--- config.mk ---
export PLATFORM = sky130hd
export DESIGN_NAME = ibp_matcher
export DESIGN_NICKNAME = d
export VERILOG_FILES = /design/src/rtl/ibp_pkg.sv /design/src/rtl/ibp_mask_gen.sv /design/src/rtl/ibp_regbank.sv /design/src/rtl/ibp_match.sv /design/src/rtl/ibp_matcher.sv
export SDC_FILE = /design/constraint.sdc
export NUM_CORES = 1
export LEC_CHECK = 0
export CORE_UTILIZATION = 34
export CTS_CLUSTER_DIAMETER = 50
export DETAILED_ROUTE_END_ITERATION = 12
export DONT_BUFFER_PORTS = 1
export PLACE_DENSITY = 0.48
export SLEW_MARGIN = 20
export SYNTH_ARGS = -nofsm -noshare
export SYNTH_HDL_FRONTEND = slang
export SYNTH_SLANG_ARGS = --single-unit
--- constraint.sdc ---
create_clock -name clk -period 2.2 [get_ports clk]
set_clock_uncertainty 0.05 [all_clocks]
set_input_delay 0.22 -clock clk [delete_from_list [all_inputs] [get_ports clk]]
set_output_delay 0.22 -clock clk [all_outputs]
set_load 0.05 [all_outputs]
--- src/rtl/ibp_pkg.sv ---
package ibp_pkg;

  localparam int IW_W    = 32;
  localparam int NUM_FLD = 7;
  localparam int EN_W    = NUM_FLD + 1;
  localparam int GLB_BIT = NUM_FLD;

  // Field enable indices (bit positions in the enable byte)
  localparam int FLD_SRC2   = 0;
  localparam int FLD_ALTSPC = 1;
  localparam int FLD_IMMF   = 2;
  localparam int FLD_SRC1   = 3;
  localparam int FLD_OPX    = 4;
  localparam int FLD_DST    = 5;
  localparam int FLD_OPC    = 6;

  // Field owning each instruction bit
  function automatic int fld_of_bit(input int b);
    if (b < 5)       return FLD_SRC2;
    else if (b < 13) return FLD_ALTSPC;
    else if (b < 14) return FLD_IMMF;
    else if (b < 19) return FLD_SRC1;
    else if (b < 25) return FLD_OPX;
    else if (b < 30) return FLD_DST;
    else             return FLD_OPC;
  endfunction

  typedef struct packed {
    logic [IW_W-1:0] mask;
    logic [IW_W-1:0] data;
    logic            glb;
  } bp_cmp_t;

endpackage

--- src/rtl/ibp_mask_gen.sv ---
module ibp_mask_gen
  import ibp_pkg::*;
(
  input  logic [NUM_FLD-1:0] fld_en,
  output logic [IW_W-1:0]    mask
);

  for (genvar b = 0; b < IW_W; b++) begin : g_bit
    localparam int F = fld_of_bit(b);
    assign mask[b] = fld_en[F];
  end

endmodule

--- src/rtl/ibp_regbank.sv ---
module ibp_regbank
  import ibp_pkg::*;
#(
  parameter int TID_W   = 3,
  parameter int GRP_LSB = 2,
  localparam int SEL_W  = TID_W - GRP_LSB,
  localparam int NGRP   = 1 << SEL_W
)(
  input  logic                 clk,
  input  logic                 rst,
  input  logic                 wr,
  input  logic                 rd,
  input  logic [TID_W-1:0]     tid,
  input  logic [IW_W-1:0]      wword,
  input  logic [EN_W-1:0]      wen,
  output logic                 rvalid,
  output logic [IW_W-1:0]      rword,
  output logic [EN_W-1:0]      ren,
  output logic [TID_W-1:0]     rtid,
  output bp_cmp_t [NGRP-1:0]   cmp
);

  logic [SEL_W-1:0] sel;
  logic [IW_W-1:0]  wmask;

  logic [IW_W-1:0]  word_q [NGRP];
  logic [EN_W-1:0]  en_q   [NGRP];

  assign sel = tid[TID_W-1:GRP_LSB];

  ibp_mask_gen u_mask (
    .fld_en (wen[NUM_FLD-1:0]),
    .mask   (wmask)
  );

  for (genvar g = 0; g < NGRP; g++) begin : g_grp
    logic hit_wr;
    assign hit_wr = wr && (sel == SEL_W'(g));

    always_ff @(posedge clk) begin
      if (rst) begin
        word_q[g]    <= '0;
        en_q[g]      <= '0;
        cmp[g].mask  <= '0;
        cmp[g].data  <= '0;
        cmp[g].glb   <= 1'b0;
      end else if (hit_wr) begin
        word_q[g]    <= wword;
        en_q[g]      <= wen;
        cmp[g].mask  <= wmask;
        cmp[g].data  <= wword & wmask;
        cmp[g].glb   <= wen[GLB_BIT];
      end
    end
  end

  always_ff @(posedge clk) begin
    if (rst) begin
      rvalid <= 1'b0;
      rword  <= '0;
      ren    <= '0;
      rtid   <= '0;
    end else begin
      rvalid <= rd;
      if (rd) begin
        rword <= word_q[sel];
        ren   <= en_q[sel];
        rtid  <= tid;
      end
    end
  end

endmodule

--- src/rtl/ibp_match.sv ---
module ibp_match
  import ibp_pkg::*;
#(
  parameter int TID_W   = 3,
  parameter int GRP_LSB = 2,
  localparam int SEL_W  = TID_W - GRP_LSB,
  localparam int NGRP   = 1 << SEL_W
)(
  input  logic               clk,
  input  logic               rst,
  input  logic               ins_valid,
  input  logic [TID_W-1:0]   ins_tid,
  input  logic [IW_W-1:0]    ins_word,
  input  bp_cmp_t [NGRP-1:0] cmp,
  output logic               bp_hit,
  output logic [TID_W-1:0]   bp_tid
);

  logic [NGRP-1:0]  grp_eq;
  logic [SEL_W-1:0] sel;
  logic             hit_d;

  for (genvar g = 0; g < NGRP; g++) begin : g_cmp
    assign grp_eq[g] = cmp[g].glb && ((ins_word & cmp[g].mask) == cmp[g].data);
  end

  assign sel   = ins_tid[TID_W-1:GRP_LSB];
  assign hit_d = ins_valid && grp_eq[sel];

  always_ff @(posedge clk) begin
    if (rst) begin
      bp_hit <= 1'b0;
      bp_tid <= '0;
    end else begin
      bp_hit <= hit_d;
      bp_tid <= ins_tid;
    end
  end

endmodule

--- src/rtl/ibp_matcher.sv ---
module ibp_matcher
  import ibp_pkg::*;
#(
  parameter int TID_W   = 3,
  parameter int GRP_LSB = 2
)(
  input  logic             clk,
  input  logic             rst,
  input  logic             cfg_wr,
  input  logic             cfg_rd,
  input  logic [TID_W-1:0] cfg_tid,
  input  logic [IW_W-1:0]  cfg_wword,
  input  logic [EN_W-1:0]  cfg_wen,
  output logic             cfg_rvalid,
  output logic [IW_W-1:0]  cfg_rword,
  output logic [EN_W-1:0]  cfg_ren,
  output logic [TID_W-1:0] cfg_rtid,
  input  logic             ins_valid,
  input  logic [TID_W-1:0] ins_tid,
  input  logic [IW_W-1:0]  ins_word,
  output logic             bp_hit,
  output logic [TID_W-1:0] bp_tid
);

  localparam int NGRP = 1 << (TID_W - GRP_LSB);

  bp_cmp_t [NGRP-1:0] cmp;

  ibp_regbank #(.TID_W(TID_W), .GRP_LSB(GRP_LSB)) u_bank (
    .clk    (clk),
    .rst    (rst),
    .wr     (cfg_wr),
    .rd     (cfg_rd),
    .tid    (cfg_tid),
    .wword  (cfg_wword),
    .wen    (cfg_wen),
    .rvalid (cfg_rvalid),
    .rword  (cfg_rword),
    .ren    (cfg_ren),
    .rtid   (cfg_rtid),
    .cmp    (cmp)
  );

  ibp_match #(.TID_W(TID_W), .GRP_LSB(GRP_LSB)) u_match (
    .clk       (clk),
    .rst       (rst),
    .ins_valid (ins_valid),
    .ins_tid   (ins_tid),
    .ins_word  (ins_word),
    .cmp       (cmp),
    .bp_hit    (bp_hit),
    .bp_tid    (bp_tid)
  );

endmodule

==> flow_summary.json <==
{
  "critPathLaunchType": "register",
  "viasPerCell": 5.15,
  "synth_cell_types": 42,
  "clock_sinks": 208,
  "cap_violations": 0,
  "vias": 5907,
  "hold_path.class": "in2reg",
  "drive_above_1_share_pct": 10.8,
  "cts_root_buf": "clkbuf_16",
  "path_max_fanout": 4,
  "slew_viol_final": 0,
  "yosys_warnings": 0,
  "grt_pass1_vias": 6030,
  "worstPathRequired_ns": 2.61,
  "min_period_ns": 2.12,
  "post-route-period-util_pct": 96.5,
  "relSlewSlack_pct": 60.3,
  "finalWirelength_um": 23700,
  "drt-initial-drc-count": 297,
  "pin_count": 131,
  "layout_setup_ws_ns": 0.0768,
  "synthFlopType": "dfxtp_1",
  "finalSetupTns_ns": 0,
  "htreeDepth": 1,
  "diodes": 0,
  "wl_per_cell_um": 20.6,
  "powerDensity_nw_per_um2": 939,
  "clk_path_buf_depth": 3,
  "core_area_um2": 24500,
  "gp_congestion": 0.839,
  "hpwl_um": 15700,
  "antenna_found_initial": 0,
  "placementRows": 57,
  "rsz0062_at_grt": "no",
  "yosys.area.top_type": "dfxtp_1",
  "ir_worst_vdd_uv": 445,
  "postRouteAntennaNets": 0,
  "grt.total_usage_pct": 18.5,
  "critPathCaptureType": "register",
  "crit_type": "reg2reg",
  "cts_made_buffers": 28,
  "die_w_um": 160,
  "total_power_w": 0.00985,
  "syn_to_final_growth_pct": 23.0,
  "post-route-util_pct": 42.9,
  "port_buffers": 0,
  "drcViolationCount": 0,
  "syn_inst": 744,
  "grt-ovfl-total": 0,
  "initial_core_util_pct": 34.9,
  "cts.clk_slew.worst_paths_ns": 0.06,
  "final-hold-violation-count": 0,
  "final-setup-viol-count": 0,
  "syn_avg_cell_area_um2": 11.5,
  "synthArstFlopShare_pct": 0,
  "p_leak_nw": 4.14,
  "place_area_um2": 8970,
  "crit_path_frequent_cell": "or4_1",
  "cts_tree": "done",
  "stdcell_area_um2": 10500,
  "cp.arrival_ns": 2.53,
  "first_pass_iters": 4,
  "cp_cell_sequence": "and4bb_1 -> a31o_2 -> a22oi_1 -> or4_1 -> or4_1 -> o22ai_2",
  "clock_latency_ns": 0.53,
  "fin_nets": 884,
  "grt_pass1_wl_um": 36400,
  "grt_max_degree": 83,
  "dp_slack_ns": 0.0169,
  "yosysTopAreaCellShare_pct": 30.0,
  "yosys-top-cells-area": "dfxtp_1 30%, edfxtp_1 28%, a22o_1 6.5%, and2_1 5.9%, mux2i_1 5.0%",
  "status": "complete, no violations",
  "cp_slowest_cell": "or4_1",
  "synth-edff-count": 80,
  "ys_seq_area_share_pct": 58.2,
  "worst_pin_slew_ns": 0.595,
  "slowest_delay_ns": 0.55,
  "synth.net_count": 827,
  "yosys_register_bits": 208,
  "max_freq_ghz": 0.471,
  "die_area_um2": 25700,
  "die_h_um": 160,
  "synth_area_um2": 8530
}
==> final timing paths <==
path	endpoint	depth (start not counted)	slack, ns	from
worst max-delay path	u_match.bp_hit	6	0.08	u_bank.cmp[86]
worst min-delay path	u_bank.ren[6]	2	0.02	cfg_tid[2]
worst max register to register	u_match.bp_hit	6	0.08	u_bank.cmp[86]
worst min register to register	u_bank.cmp[65]	1	0.40	u_bank.cmp[65]
==> final cells by class <==
type | count | area [um^2]
well taps | 324 | 405
repair buffers | 74 | 751
multi-input cells | 482 | 3390
clock buffers | 32 | 747
clock inverters | 20 | 203
flip-flops and latches | 208 | 4970
inverters | 7 | 26.3
fillers | 2289 | 14000
==> synth_stat cells (all sizes together), types with 12 or more instances <==
| cell type | instances |
|---|---|
| dfxtp | 128 |
| and2 | 80 |
| edfxtp | 80 |
| a22o | 63 |
| nor2 | 59 |
| mux2i | 43 |
| a211oi | 40 |
| clkbuf | 40 |
| xnor2 | 32 |
| nand2 | 31 |
| o21ai | 21 |
| a21o | 16 |
| a22oi | 13 |
| xor2 | 12 |
==> worst max-delay path: cells and delay by family (launching register included) <==
| kind | cells | cell delay [ns] |
|---|---|---|
| simple gates | 3 | 1.30 |
| flops | 1 | 0.39 |
| compound gates | 3 | 0.31 |
==> layer usage <==
layer	share of wire, %	up-vias	wire length [um]	global-route usage, %
met2	48	148	11400	31.4
met5	0	-	0	0
met1	44	2875	10400	23.6
li1	-	2848	-	-
met3	6.1	36	1450	4.44
met4	1.7	0	399	4.55
==> what timing repair did <==
action | in CTS | in global routing
endpoints found under the setup margin | 1 | 1
gates resized for setup | 1 | 1
buffers inserted | 0 | 0
hold buffers | 52 | 0
cloned | 0 | 0
pin swaps | 0 | 0
endpoints found under the hold margin | 187 | 0
==> flip-flops by register name, summed over array words and instances (netlist names), 3 cells and up <==
name            flops
u_bank.cmp         80
u_bank.en_q        16
u_bank.ren          8
u_bank.rtid         3
u_bank.rword       32
u_bank.word_q      64
u_match.bp_tid      3
==> stage by stage <==
step                      hold slack, ns  instances
after floorplan                    0.253        744
after global placement             0.248       1043
after detailed placement           0.250       1043
after CTS                        0.00410       1147
after global routing              0.0353       1147
final                             0.0181       1147
==> cells in the final DEF, fill, tap and decap left out, drive strengths merged, types with 2 or more instances in the layout <==
cell / count
nor4: 4
a21o: 16
nor3: 4
nor2: 59
nand3b: 5
and2: 80
o21ai: 21
inv: 10
mux2i: 43
nand4: 3
nand3: 8
xnor2: 32
a32o: 2
or4: 2
bufinv: 3
buf: 25
clkbuf: 32
a31o: 8
dlygate4sd3: 49
nor3b: 2
a22oi: 13
a22o: 63
nor4bb: 5
clkinvlp: 2
dfxtp: 128
xor2: 12
clkinv: 12
edfxtp: 80
or3: 2
nor2b: 5
nand2: 31
a211oi: 40
o22ai: 4
and4bb: 4
a21oi: 6
==> kinds of logic (layout without fill, tap and decap cells) <==
kind of cell | Yosys count | after routing | share of synthesized area [%]
AND/OR/NAND/NOR | 218 | 218 | 13.9
flip-flops | 208 | 208 | 58.2
AO/OA/AOI/OAI | 177 | 177 | 15.9
buffers and inverters | 54 | 133 | 2.42
XOR/XNOR | 44 | 44 | 4.52
multiplexers | 43 | 43 | 5.05
==> report_power, final <==
part	internal (W)	switching, W
Clock	0.00281	0.00176
Combinational	0.000320	0.000409
Sequential	0.00424	0.000313
No activity file was read; power rests on OpenSTA's default activity.
